===== src/rtl/sar_pkg.sv =====
package sar_pkg;
  typedef enum logic [2:0] {
    ST_IDLE,
    ST_SAMPLE,
    ST_TRIAL,
    ST_EXTRA,
    ST_DONE
  } sar_state_e;
endpackage


===== src/rtl/sar_seq.sv =====
module sar_seq
  import sar_pkg::*;
#(
  parameter int N  = 8,
  localparam int IW = (N > 1) ? $clog2(N) : 1
) (
  input  logic             clk,
  input  logic             rst_n,
  input  logic             start,
  input  logic             full_range,
  output sar_state_e       state,
  output logic [IW-1:0]    bit_idx,
  output logic             mode_q,
  output logic             last_step
);
  localparam logic [IW-1:0] TOP_IDX = IW'(N - 1);

  always_ff @(posedge clk or negedge rst_n) begin
    if (!rst_n) begin
      state   <= ST_IDLE;
      bit_idx <= '0;
      mode_q  <= 1'b0;
    end else begin
      unique case (state)
        ST_IDLE: if (start) begin
          state  <= ST_SAMPLE;
          mode_q <= full_range;
        end
        ST_SAMPLE: begin
          state   <= ST_TRIAL;
          bit_idx <= TOP_IDX;
        end
        ST_TRIAL: begin
          if (bit_idx == '0) state <= mode_q ? ST_EXTRA : ST_DONE;
          else               bit_idx <= bit_idx - 1'b1;
        end
        ST_EXTRA: state <= ST_DONE;
        ST_DONE:  state <= ST_IDLE;
        default:  state <= ST_IDLE;
      endcase
    end
  end

  always_comb begin
    last_step = ((state == ST_TRIAL) && (bit_idx == '0) && !mode_q) ||
                (state == ST_EXTRA);
  end
endmodule


===== src/rtl/sar_trial.sv =====
module sar_trial
  import sar_pkg::*;
#(
  parameter int N  = 8,
  localparam int IW = (N > 1) ? $clog2(N) : 1
) (
  input  logic          clk,
  input  logic          rst_n,
  input  sar_state_e    state,
  input  logic [IW-1:0] bit_idx,
  input  logic          cmp_above,
  output logic [N:0]    dac_code,
  output logic [N:0]    x_next
);
  logic [N-1:0] code_q;
  logic [N-1:0] bit_sel;
  logic [N-1:0] probe;
  logic [N:0]   code_ext;
  logic [N:0]   code_inc;

  always_comb begin
    bit_sel  = N'(1) << bit_idx;
    probe    = code_q | bit_sel;
    code_ext = {1'b0, code_q};
    code_inc = code_ext + (N+1)'(1);
  end

  always_ff @(posedge clk or negedge rst_n) begin
    if (!rst_n)                         code_q <= '0;
    else if (state == ST_SAMPLE)        code_q <= '0;
    else if (state == ST_TRIAL && cmp_above) code_q <= probe;
  end

  always_comb begin
    unique case (state)
      ST_TRIAL: begin
        dac_code = {1'b0, probe};
        x_next   = cmp_above ? {1'b0, probe} : code_ext;
      end
      ST_EXTRA: begin
        dac_code = code_inc;
        x_next   = cmp_above ? code_inc : code_ext;
      end
      default: begin
        dac_code = code_ext;
        x_next   = code_ext;
      end
    endcase
  end
endmodule


===== src/rtl/sar_remap.sv =====
module sar_remap #(
  parameter int N = 8
) (
  input  logic [N:0]   x_code,
  input  logic         full_range,
  output logic [N-1:0] y_code
);
  localparam logic [N:0] HALF = (N+1)'(1) << (N - 1);
  logic [N:0] x_dec;

  always_comb begin
    x_dec = x_code - (N+1)'(1);
    if (full_range && (x_code >= HALF)) y_code = x_dec[N-1:0];
    else                                y_code = x_code[N-1:0];
  end
endmodule


===== src/rtl/sar_ctrl.sv =====
module sar_ctrl
  import sar_pkg::*;
#(
  parameter int N = 8,
  localparam int IW = (N > 1) ? $clog2(N) : 1
) (
  input  logic         clk,
  input  logic         rst_n,
  input  logic         start,
  input  logic         full_range,
  input  logic         cmp_above,
  output logic [N:0]   dac_code,
  output logic         track,
  output logic         busy,
  output logic         done,
  output logic [N-1:0] result
);
  sar_state_e    state;
  logic [IW-1:0] bit_idx;
  logic          mode_q;
  logic          last_step;
  logic [N:0]    x_next;
  logic [N-1:0]  y_next;

  sar_seq #(.N(N)) u_seq (
    .clk(clk), .rst_n(rst_n), .start(start), .full_range(full_range),
    .state(state), .bit_idx(bit_idx), .mode_q(mode_q), .last_step(last_step)
  );

  sar_trial #(.N(N)) u_trial (
    .clk(clk), .rst_n(rst_n), .state(state), .bit_idx(bit_idx),
    .cmp_above(cmp_above), .dac_code(dac_code), .x_next(x_next)
  );

  sar_remap #(.N(N)) u_remap (
    .x_code(x_next), .full_range(mode_q), .y_code(y_next)
  );

  always_ff @(posedge clk or negedge rst_n) begin
    if (!rst_n)         result <= '0;
    else if (last_step) result <= y_next;
  end

  always_comb begin
    track = (state == ST_SAMPLE);
    busy  = (state != ST_IDLE);
    done  = (state == ST_DONE);
  end
endmodule


===== config.mk =====
export PLATFORM = sky130hd
export DESIGN_NAME = sar_ctrl
export DESIGN_NICKNAME = d
export VERILOG_FILES = /design/src/rtl/sar_pkg.sv /design/src/rtl/sar_seq.sv /design/src/rtl/sar_trial.sv /design/src/rtl/sar_remap.sv /design/src/rtl/sar_ctrl.sv
export SDC_FILE = /design/constraint.sdc
export NUM_CORES = 1
export LEC_CHECK = 0
export BUFFER_PORTS_ARGS = -buffer_cell sky130_fd_sc_hd__buf_2
export CAP_MARGIN = 10
export CORE_ASPECT_RATIO = 1.1
export CORE_MARGIN = 2
export CORE_UTILIZATION = 52
export CTS_CLUSTER_SIZE = 8
export DETAILED_ROUTE_END_ITERATION = 10
export GPL_TIMING_DRIVEN = 0
export PLACE_DENSITY = 0.85
export SKIP_LAST_GASP = 1
export SLEW_MARGIN = 20
export SYNTH_ARGS = -nofsm -noshare
export SYNTH_HDL_FRONTEND = slang
export SYNTH_HIERARCHICAL = 1
export SYNTH_SLANG_ARGS = --single-unit
export TNS_END_PERCENT = 100

===== constraint.sdc =====
create_clock -name clk -period 2.4 [get_ports clk]
set_input_delay 0.12 -clock clk [delete_from_list [all_inputs] [get_ports clk]]
set_output_delay 0.12 -clock clk [all_outputs]
set_load 0.01 [all_outputs]

Word-level counts from Yosys, hierarchy flattened
Index checks and enable logic that the tools add are counted.
Cells by class
  add/sub/neg operators: 3
  equal/unequal tests: 7
  multiplexer cells: 13
  bitwise operators: 1
  magnitude comparators: 1
  reduce and logical (&&, ||, !) cells: 14
  shift-type cells: 1
Operators by type and width (count)
  case mux 9 bit (2 select lines): 2
  2-to-1 mux 8 bit: 4
  2-to-1 mux 3 bit: 4
  case mux 3 bit (4 select lines): 1
  adder 8 x 1 -> 9 bit, second input constant: 1
  >= comparator 9 x 8 -> 1 bit, second input constant: 1
  2-to-1 mux 9 bit: 1
  bitwise OR 8 bit: 1
  << shifter 1 x 3 -> 8 bit, first input constant: 1
  subtractor 8 x 1 -> 8 bit, second input constant: 1
  equality test 3 x 2 -> 1 bit, second input constant: 2
  zero test 3 bit: 2
  != test 2 bit, second input constant: 3
  case mux 3 bit (2 select lines): 1
  AND reduction 2 bit: 3
  logical AND 1 bit: 4
  nonzero test 2 bit: 2
  equality test 3 x 1 -> 1 bit, second input constant: 1
  equality test 3 bit, second input constant: 1
  nonzero test 3 bit: 1
  subtractor 3 x 1 -> 3 bit, second input constant: 1
  zero test 1 bit: 1
  logical OR 1 bit: 1
Storage, ports and cells
  input bits: 5
  output and inout port bits: 20
  bits in registers: 23
  logic and storage cells: 45

Logic depth before layout (Yosys ltp)
  depth in word-level cells: 7
  depth in mapped cells: 9
  mapped depth without buffers: 8

Hierarchy
Netlist, hierarchy kept.
Modules (own cells, without submodules)
  sar_trial: times used 1, area an instance 904.6 µm², cells each 116
  sar_seq: times used 1, area an instance 367.9 µm², cells each 35
  sar_ctrl: times used 1, area an instance 352.8 µm², cells each 20
  sar_remap: times used 1, area an instance 165.2 µm², cells each 24

Worst setup path after synthesis
Ideal clock, no wire load.
  path type: register -> register
  start point: reg u_seq.state[2]
  end point: reg result[7]
  slack: 0.057 ns
  library setup time: 0.125 ns
  arrival: 2.218 ns
  cell stages (with the launch flop): 9
  period minus slack after synthesis: 2.343 ns
  cell sequence: dfrtp_1 -> and3b_1 -> buf_4 -> and3_2 -> a211oi_1 -> o21a_1 -> nand3_1 -> xnor2_1 -> mux2_4
Between the ends
  longest elaborated chain between the ends: 5
  elaborated cells on any way between the ends: 10
  classes of those cells: 1 x add/sub; 1 x order compare; 2 x eq/ne; 2 x mux; 4 x reduce/logical
Ends and longest elaborated chain
  from (decl): RTL line sar_seq.sv:11  | output sar_state_e state,
  from (signal assigned): RTL line sar_seq.sv:34  | if (bit_idx == '0) state <= mode_q ? ST_EXTRA : ST_DONE;
  equality test 3 x 2 -> 1 bit: RTL line sar_trial.sv:35  | unique case (state)
  case mux 9 bit (2 select lines) *: RTL line sar_trial.sv:35
  named net x_next[7]: RTL line sar_ctrl.sv:22  | logic [N:0] x_next;
  >= comparator 9 x 8 -> 1 bit: RTL line sar_remap.sv:13  | if (full_range && (x_code >= HALF)) y_code = x_dec[N-1:0];
  logical AND 1 bit: RTL line sar_remap.sv:13
  2-to-1 mux 8 bit *: RTL line sar_remap.sv:13
  named net y_next[7]: RTL line sar_ctrl.sv:23  | logic [N-1:0] y_next;
  to (signal assigned): RTL line sar_ctrl.sv:41  | else if (last_step) result <= y_next;
  to (decl): RTL line sar_ctrl.sv:16  | output logic [N-1:0] result
The timed path passes the listed nets; every way through them passes the cells marked *.
A chain may end at the register's enable or synchronous reset.

Final worst setup path
  start point: reg u_seq.bit_idx[0]
  end point: reg result[7]
Between the ends
  longest elaborated chain between the ends: 7
  elaborated cells on any way between the ends: 12
  classes of those cells: 1 x add/sub; 1 x order compare; 1 x shift; 3 x mux; 1 x bitwise; 5 x reduce/logical
Ends and longest elaborated chain
  from (decl): RTL line sar_seq.sv:12  | output logic [IW-1:0] bit_idx,
  from (signal assigned): RTL line sar_seq.sv:35  | else bit_idx <= bit_idx - 1'b1;
  << shifter 1 x 3 -> 8 bit *: RTL line sar_trial.sv:22  | bit_sel = N'(1) << bit_idx;
  bitwise OR 8 bit *: RTL line sar_trial.sv:23  | probe = code_q | bit_sel;
  2-to-1 mux 8 bit *: RTL line sar_trial.sv:38  | x_next = cmp_above ? {1'b0, probe} : code_ext;
  case mux 9 bit (2 select lines) *: RTL line sar_trial.sv:35
  named net x_next[2]: RTL line sar_ctrl.sv:22
  >= comparator 9 x 8 -> 1 bit: RTL line sar_remap.sv:13
  logical AND 1 bit: RTL line sar_remap.sv:13
  2-to-1 mux 8 bit *: RTL line sar_remap.sv:13
  named net y_next[7]: RTL line sar_ctrl.sv:23
Marked as above.

==> metrics <==
Clock Latency Late Sink=0.31 ns; Synth Cell Area=1790 um2; Tmin final=approximately 2.4 ns; post-DP HPWL=2980 um; Distinct cells, synth=56; Clk pwr share=0.060; skew final=0.0113 ns; Pre-antenna DRT Iters=4; FF-to-FF setup slack=around 0.049 ns; initial antenna violation count=0; Critical Path RT=2.60 ns; delay of the slowest critical-path stage=0.49 ns; clock root buffer=clkbuf_4; Core Footprint=3300 um2; gr ovfl total=0; diode count=0; Critical path buffers and inverters=1; RSZ-0062 raised after global routing=true; crit start category=register; Crit Path Class=reg2reg; Async SR Flop Fraction=1.00; Setup violations, final=0; part of the cycle the worst path needs=0.980; CP Capture Type=register; Leak=0.000951 uW; IO Pins=25; drc violations=0; Syn-to-layout area delta=19.5%; die area=3930 um2; commonest cells in the synthesized netlist=23 x dfrtp_1, 18 x o21ai_0, 14 x nor2_1; met1 GRT Util=0.308; final std cells w/o fill=between 200 and 300; fmax=roughly 0.43 GHz; sequential area share after synthesis=0.321; post-layout net count=245; min-delay worst type=in2reg; slowest CP cell=a2111oi_2; Die Span Y=65.5 um; DRT Wirelength=4320 um; Vias=1717; syn nets=204; row cnt=22; Max clock buf depth=2; vias in the first global route=~1.5k; run status=complete, no violations; Top Usage Layer GRT=met2; endpoints failing hold=0; share of the synthesized area in the top cell type=0.321; clk slew on worst S/H paths=approximately 0.12 ns; Synth warnings=6; Synth area leader=dfrtp_1; CTS tree=built; final core occ=0.648; post-placement cell area=1960 um2; met2 usage in global routing=0.346; placed cells=255; Psw=1420 uW; worst-margin pin slew=~0.54 ns; syn avg cell area=slightly above 9 um2; Slew headroom=0.641; post-synthesis register bit count=23; maximum vdd drop=0.583 mV; PwrDens=1400 nW/um2; first-pass GRT wire length=between 6000 and 7000 um; worst path cell trace=buf_2, nor2_1, a2111oi_2, a211oi_2, nor3_2, nand3_1, xnor2_1, mux2_4; Comb pwr share=0.688; sequential fraction of design power=0.252; Routed Antenna Nets=0; final instance area=2140 um2; top_reg_cell synth=dfrtp_1; Post-synth EDFFs=0; GRT Util Overall=0.219; Top delay family on crit path=compound AO/OA/AOI/OAI gates; largest cells by area after synthesis=dfrtp_1 32%, mux2_4 6.7%, o21ai_0 5.0%; largest net degree at the start of global routing=24; top-count cell post-synth=dfrtp_1; max cap viols=0; Mapped Cells=195; vias per cell=between 6 and 7; IO buf count=24; routability cong.=0.883; Sink Count=23; share of cells above drive strength 1=0.366; internal power=1580 uW; CP arrival=roughly 2.6 ns; H-tree Lvls=1; switch share=0.473; Die W=60.0 um; Initial Utilization=0.542; worst-path fanout max=10; M3 GR Usage=0.0157; max-slew violation count=0; Initial DRC Count=98; Avg WL per Cell=15.9 um; CTS Buf Count=3
[cells in the final DEF, fill, tap and decap left out, types with 2 or more instances in the layout]
cell,n
nand4_1,2
inv_1,11
o32ai_1,4
ha_1,4
xnor2_1,6
buf_4,14
mux2_2,2
nor2b_1,2
buf_2,27
nand2b_1,5
clkbuf_4,3
o22ai_1,2
dfrtp_2,5
a22oi_2,2
o211a_1,2
mux2_4,8
nor4_1,2
o21ai_0,17
nand2_1,10
nand3b_1,3
and3_1,2
mux2i_1,2
dfrtp_1,18
a22oi_1,2
a31o_2,3
a21oi_1,6
nor3b_1,4
o21a_1,2
nor3_2,3
nor3_1,4
nor3b_2,2
nand3_1,4
nor2_1,14
o22a_1,2
and3b_1,3
[final timing paths]
check | startpoint | cells past startpoint | end
max | u_seq/bit_idx[0] | 8 | result[7]
min | full_range | 2 | u_seq/mode_q
max reg2reg | u_seq/bit_idx[0] | 8 | result[7]
min reg2reg | result[7] | 1 | result[7]
max in group asynchronous | rst_n | 2 | u_seq/state[0]
min in group asynchronous | rst_n | 2 | result[6]
[flip-flops by register name (all words and copies together) (netlist names)]
register,count
result,8
u_trial/code_q,8
u_seq/bit_idx,3
u_seq/state,3
u_seq/mode_q,1
[power groups by stage]
stage	clock network (uW)	registers (uW)	logic [uW]
4_1_cts	190	777	1830
2_1_floorplan	0	756	1350
3_5_place_dp	0	782	1800
5_1_grt	206	785	2250
3_3_place_gp	0	774	1760
6_report	181	755	2060
[cells by family after synthesis]
| group | Yosys count | synth area share |
|---|---|---|
| simple gates | 71 | 0.238 |
| mux | 12 | 0.0908 |
| compound gates | 57 | 0.226 |
| flops | 23 | 0.321 |
| fa+ha+maj | 4 | 0.0280 |
| xor+xnor | 7 | 0.0342 |
| buf+inv | 21 | 0.0622 |
[metrics by stage]
| stage | hold WS [ns] | TNS (ns) | power [uW] | worst slack, ns |
|---|---|---|---|---|
| floorplan | -0.176 | 0 | 2100 | 0.0571 |
| global placement | 0.117 | -1.07 | 2540 | -0.250 |
| detailed placement | 0.124 | -1.21 | 2580 | -0.229 |
| CTS | 0.0235 | 0 | 2790 | 0.0107 |
| global route | 0.0224 | -0.125 | 3240 | -0.0767 |
| finish | 0.0378 | 0 | 3000 | 0.0488 |
[layout make-up]
cell class              count  area (um2)
inverters                  11        41.3
well taps                  36        45.0
fillers                   260        1160
plain buffers              10        71.3
clock buffers               3        22.5
repair buffers             36         213
multi-input cells         151        1160
clock inverters             1        5.00
flip-flops and latches     23         582
[routing by layer]
layer  wire (um)  part of all wire
met1        1900              0.44
met2        2080              0.48
met3         267             0.062
met4          70             0.016
met5           0                 0
[timing repair]
item / CTS / global route
hold endpoints to repair: 23 / 0
resized for setup: 6 / 14
setup endpoints to repair: 7 / 6
setup buffers: 2 / 9
hold buffers: 1 / 0
pin swaps: 1 / 1
Power figures use the tool's default switching activity.
